## src/rtl/irq_det_pkg.sv

```systemverilog
package irq_det_pkg;
  typedef enum logic [1:0] {
    TRIG_HIGH = 2'b00,
    TRIG_LOW  = 2'b01,
    TRIG_RISE = 2'b10,
    TRIG_FALL = 2'b11
  } trig_mode_e;

  localparam logic [1:0] ADDR_MODE = 2'd0;
  localparam logic [1:0] ADDR_EN   = 2'd1;
  localparam logic [1:0] ADDR_CLR  = 2'd2;
endpackage

```

## src/rtl/irq_det_sync.sv

```systemverilog
module irq_det_sync #(
  parameter int unsigned W = 6
) (
  input  logic         clk_i,
  input  logic         rst_ni,
  input  logic [W-1:0] d_i,
  output logic [W-1:0] q_o
);
  logic [W-1:0] meta_q, sync_q;

  always_ff @(posedge clk_i or negedge rst_ni) begin
    if (!rst_ni) begin
      meta_q <= '0;
      sync_q <= '0;
    end else begin
      meta_q <= d_i;
      sync_q <= meta_q;
    end
  end

  assign q_o = sync_q;
endmodule

```

## src/rtl/irq_det_regs.sv

```systemverilog
module irq_det_regs
  import irq_det_pkg::*;
#(
  parameter int unsigned NSRC = 6,
  parameter int unsigned RD_W = 32,
  localparam int unsigned CFG_W = 2 * NSRC
) (
  input  logic             clk_i,
  input  logic             rst_ni,
  input  logic             we_i,
  input  logic [1:0]       addr_i,
  input  logic [CFG_W-1:0] wdata_i,
  output logic [RD_W-1:0]  rdata_o,
  output logic [CFG_W-1:0] mode_o,
  output logic [NSRC-1:0]  en_o,
  output logic [NSRC-1:0]  clr_o,
  output logic [NSRC-1:0]  mode_chg_o
);
  logic [CFG_W-1:0] mode_q;
  logic [NSRC-1:0]  en_q;
  logic             wr_mode, wr_en, wr_clr;

  assign wr_mode = we_i && (addr_i == ADDR_MODE);
  assign wr_en   = we_i && (addr_i == ADDR_EN);
  assign wr_clr  = we_i && (addr_i == ADDR_CLR);

  always_ff @(posedge clk_i or negedge rst_ni) begin
    if (!rst_ni) begin
      mode_q <= '0;
      en_q   <= '0;
    end else begin
      if (wr_mode) mode_q <= wdata_i;
      if (wr_en)   en_q   <= wdata_i[NSRC-1:0];
    end
  end

  // clear is a one-cycle strobe, never stored
  assign clr_o = wr_clr ? wdata_i[NSRC-1:0] : '0;

  for (genvar k = 0; k < NSRC; k++) begin : g_chg
    assign mode_chg_o[k] = wr_mode && (wdata_i[2*k +: 2] != mode_q[2*k +: 2]);
  end

  always_comb begin
    rdata_o = '0;
    unique case (addr_i)
      ADDR_MODE: rdata_o[CFG_W-1:0] = mode_q;
      ADDR_EN:   rdata_o[NSRC-1:0]  = en_q;
      default:   rdata_o = '0;
    endcase
  end

  assign mode_o = mode_q;
  assign en_o   = en_q;
endmodule

```

## src/rtl/irq_det_chan.sv

```systemverilog
module irq_det_chan
  import irq_det_pkg::*;
(
  input  logic       clk_i,
  input  logic       rst_ni,
  input  logic       lvl_i,
  input  logic [1:0] mode_i,
  input  logic       clr_i,
  input  logic       mode_chg_i,
  output logic       req_o,
  output logic       lat_o
);
  trig_mode_e mode;
  logic       prev_q, lat_q, hit;

  assign mode = trig_mode_e'(mode_i);

  always_comb begin
    unique case (mode)
      TRIG_RISE: hit = lvl_i & ~prev_q;
      TRIG_FALL: hit = ~lvl_i & prev_q;
      default:   hit = 1'b0;
    endcase
  end

  always_ff @(posedge clk_i or negedge rst_ni) begin
    if (!rst_ni) begin
      prev_q <= 1'b0;
      lat_q  <= 1'b0;
    end else begin
      prev_q <= lvl_i;
      if (mode_chg_i)  lat_q <= 1'b0;
      else if (hit)    lat_q <= 1'b1;  // new edge wins over a clear
      else if (clr_i)  lat_q <= 1'b0;
    end
  end

  always_comb begin
    unique case (mode)
      TRIG_HIGH: req_o = lvl_i;
      TRIG_LOW:  req_o = ~lvl_i;
      default:   req_o = lat_q;
    endcase
  end

  assign lat_o = lat_q;
endmodule

```

## src/rtl/ext_irq_detect.sv

```systemverilog
module ext_irq_detect
  import irq_det_pkg::*;
#(
  parameter int unsigned NSRC = 6,
  parameter int unsigned RD_W = 32,
  localparam int unsigned CFG_W = 2 * NSRC
) (
  input  logic             clk_i,
  input  logic             rst_ni,
  input  logic             reg_we_i,
  input  logic [1:0]       reg_addr_i,
  input  logic [CFG_W-1:0] reg_wdata_i,
  output logic [RD_W-1:0]  reg_rdata_o,
  input  logic [NSRC-1:0]  src_i,
  output logic [NSRC-1:0]  pending_o
);
  logic [CFG_W-1:0] mode_q;
  logic [NSRC-1:0]  en_q, clr_s, chg_s, lvl_s, req_s, edge_lat;

  irq_det_regs #(.NSRC(NSRC), .RD_W(RD_W)) u_regs (
    .clk_i     (clk_i),
    .rst_ni    (rst_ni),
    .we_i      (reg_we_i),
    .addr_i    (reg_addr_i),
    .wdata_i   (reg_wdata_i),
    .rdata_o   (reg_rdata_o),
    .mode_o    (mode_q),
    .en_o      (en_q),
    .clr_o     (clr_s),
    .mode_chg_o(chg_s)
  );

  irq_det_sync #(.W(NSRC)) u_sync (
    .clk_i (clk_i),
    .rst_ni(rst_ni),
    .d_i   (src_i),
    .q_o   (lvl_s)
  );

  for (genvar k = 0; k < NSRC; k++) begin : g_chan
    irq_det_chan u_chan (
      .clk_i     (clk_i),
      .rst_ni    (rst_ni),
      .lvl_i     (lvl_s[k]),
      .mode_i    (mode_q[2*k +: 2]),
      .clr_i     (clr_s[k]),
      .mode_chg_i(chg_s[k]),
      .req_o     (req_s[k]),
      .lat_o     (edge_lat[k])
    );
  end

  assign pending_o = req_s & en_q;
endmodule

```

## config.mk

```make
export PLATFORM = sky130hd
export DESIGN_NAME = ext_irq_detect
export DESIGN_NICKNAME = d
export VERILOG_FILES = /design/src/rtl/irq_det_pkg.sv /design/src/rtl/irq_det_sync.sv /design/src/rtl/irq_det_regs.sv /design/src/rtl/irq_det_chan.sv /design/src/rtl/ext_irq_detect.sv
export SDC_FILE = /design/constraint.sdc
export NUM_CORES = 1
export LEC_CHECK = 0
export BUFFER_PORTS_ARGS = -buffer_cell sky130_fd_sc_hd__buf_4
export CAP_MARGIN = 20
export CORE_ASPECT_RATIO = 1.25
export CORE_UTILIZATION = 25
export CTS_CLUSTER_DIAMETER = 150
export DETAILED_ROUTE_END_ITERATION = 7
export HOLD_SLACK_MARGIN = 0.15
export SLEW_MARGIN = 15
export SYNTH_ARGS = -nofsm -noshare
export SYNTH_HDL_FRONTEND = slang
export SYNTH_SLANG_ARGS = --single-unit
```

## constraint.sdc

```tcl
create_clock -name clk_i -period 1.65 [get_ports clk_i]
set_clock_uncertainty 0.15 [all_clocks]
set_input_delay 0.33 -clock clk_i [delete_from_list [all_inputs] [get_ports clk_i]]
set_output_delay 0.33 -clock clk_i [all_outputs]
set_load 0.005 [all_outputs]
```

==> impl_metrics.yaml <==
run_status:
  status: "complete, but fails checks"
  violations: "setup timing"
sta:
  min_period_ns: 1.70
  maxSlewHeadroom: 0.639
  holdWs_ns: 0.204
  rsz0062_at_grt: "yes"
  fin_ws_ns: -0.0482
  worstMarginPinSlew_ns: 0.541
  slew_violations: 0
  finalCritPeriodShare: 1.03
  setup_violations: 2
  clock.fmax_mhz: 589
  hold_violations: 0
setup_path:
  startpoint: "u_regs.mode_o[4]"
  start_kind: "flip-flop"
  cp.required_ns: 1.17
  end_kind: "output port"
  cp_max_fo: 4
  reg2reg_to: "g_chan[3].u_chan.lat_o"
  crit_arrival_ns: 1.22
  reg2reg_from: "u_regs.mode_o[6]"
  worstSetupEndpoint: "pending_o[2]"
  regToRegSetupSlack_ns: 0.09
  path_class: "flip-flop to output port"
  reg2reg_depth: 4
global_route:
  grt_pass1_vias: 1578
  track_usage: 0.113
  grt_pass1_wl_um: 7700
  grt_max_degree: 43
  grt_overflow_total: 0
  antenna_found_initial: 0
die:
  core_area_mm2: 0.00793
  row_count: 36
  start_util: 0.263
  io_pins: 61
  die_w_um: 83.7
  die-area_mm2: 0.00872
  die_h_um: 104
synth:
  yosysSeqAreaShare: 0.504
  synth_flop_cell: "dfrtp_1"
  synth_top_area_frac: 0.504
  synth_seq_cells: 42
  synthesis.instances: 181
  yosysUniqueCellTypes: 25
  avgSynthCellArea_um2: 11.5
  async_flop_share: 1.00
  synth_warnings: 0
  synthTopCellsByArea: "dfrtp_1 50%, buf_4 7.6%, mux2_2 7.6%, xnor2_1 7.6%, o21ai_0 3.1%"
  synth_top_area_cell: "dfrtp_1"
  synth_edf_count: 0
  syn_area_mm2: 0.00209
cts:
  clock-sinks: 42
  numCtsBuffers: 5
  cts_buffer_depth: 2
  worstSkewPairLatency_ns: 0.29
  clock-root-buffer: "clkbuf_8"
  htreeDepth: 2
  cts_tree: "yes"
  path_clk_slew_ns: 0.09
cells_and_area:
  finalNetCount: 291
  final_cell_mix: "64 x buf_4, 34 x dfrtp_1, 20 x conb_1"
  postLayoutCoreUtil: 0.375
  final_common_cell: "buf_4"
  fillers: 795
  syn_to_final_growth_pct: 42.3
  n_antenna_cell: 0
  drive_gt1_frac: 0.420
  fin_area_mm2: 0.00297
placed_design:
  place_ws_ns: 0.0358
  io_buffer_count: 40
  dp_hpwl_um: 3200
  place_area_mm2: 0.00245
  place_congestion: 0.775
min_path:
  hp-class: "flip-flop to flip-flop"
job:
  max-cap-violations: 0
route:
  vias: 1569
  ant_nets: 0
  viasPerCell: 4.31
  wl_per_cell_um: 12.8
  drc: 0
  first_iter_violations: 110
  routed_wl_um: 4670
  first_pass_iters: 4
pwr:
  p_leak_nw: 1.35
  p_per_area_mw_per_mm2: 1020
  p_total_mw: 3.03
  irDropWorstVdd_uv: 512
cell usage after synthesis (2+ instances only):
| master | instances |
|---|---|
| nor2_1 | 7 |
| nand2_1 | 7 |
| a31oi_1 | 5 |
| mux2i_1 | 6 |
| mux2_2 | 14 |
| nand4b_1 | 5 |
| xnor2_1 | 18 |
| and2_1 | 5 |
| o21ai_0 | 13 |
| inv_1 | 5 |
| buf_6 | 2 |
| mux2_4 | 4 |
| nor3_1 | 2 |
| or4bb_1 | 5 |
| buf_4 | 21 |
| a21oi_1 | 12 |
| dfrtp_1 | 42 |
flip-flops by register name, indices dropped and copies added (netlist names):
signal                flops
u_regs.mode_o            12
u_sync.q_o                6
g_chan.u_chan.prev_q      6
g_chan.u_chan.lat_o       6
u_regs.en_o               6
u_sync.meta_q             6
routing by layer:
metal  wire length [um]  track usage  up-vias  share of wire
met4                 86       0.0412        0          0.018
li1                   -            -      757              -
met2               2250        0.185       48           0.48
met3                233       0.0278        7          0.050
met1               2100        0.143      757           0.45
met5                  0            0        -              0
logic make-up after synthesis:
group,Yosys count,share of synthesized area
xor gates and xnor gates,18,0.0755
muxes,24,0.133
and+or+nand+nor,36,0.112
buffers and inverters,30,0.0995
other,1,0.00180
AOI/OAI and AO/OA,30,0.0749
DFF,42,0.504
power by group:
group	switching, mW	total, mW	internal (mW)	leakage [nW]
clock network	0.374	0.826	0.452	0.0514
registers	0.143	1.34	1.20	0.487
logic	0.340	0.868	0.528	0.816
worst min path at each step:
stage	startpoint	to	slack (ns)	depth (start not counted)
after floorplan	rst_ni	g_chan[0].u_chan.lat_o	-0.12	0
after global placement	u_sync.meta_q[3]	u_sync.q_o[3]	0.18	0
after detailed placement	u_sync.meta_q[4]	u_sync.q_o[4]	0.19	0
after CTS	reg_wdata_i[0]	u_regs.en_o[0]	0.15	2
after global routing	u_sync.meta_q[2]	u_sync.q_o[2]	0.21	0
final	u_sync.meta_q[3]	u_sync.q_o[3]	0.20	0
worst max-delay path: stages, from the launching register on:
cell	delay, ns
dfrtp_2	0.46
xnor2_2	0.15
a21oi_2	0.17
buf_4	0.13
stage by stage:
stage,std cells,setup TNS (ns)
finish,364,-0.0903
global route,364,-0.351
CTS,358,-0.0808
detailed placement,317,0
global placement,317,0
floorplan,200,0
layout make-up:
| type | count | area [um^2] | share of cell area |
|---|---|---|---|
| Clock buffer | 6 | 72.6 | 0.0244 |
| Clock inverter | 2 | 37.5 | 0.0126 |
| Inverter | 5 | 18.8 | 0.00632 |
| Multi-Input combinational cell | 128 | 948 | 0.319 |
| Sequential cell | 42 | 1060 | 0.357 |
| Tap cell | 95 | 119 | 0.0400 |
| Timing Repair Buffer | 86 | 713 | 0.240 |
repair_timing:
action / CTS / global route
setup endpoints to repair: 8 / 9
resized for setup: 13 / 16
buffers inserted: 15 / 5
hold endpoints to repair: 62 / 1
pin swaps: 10 / 7
hold buffers: 18 / 1
Power figures use the tool's default switching activity.
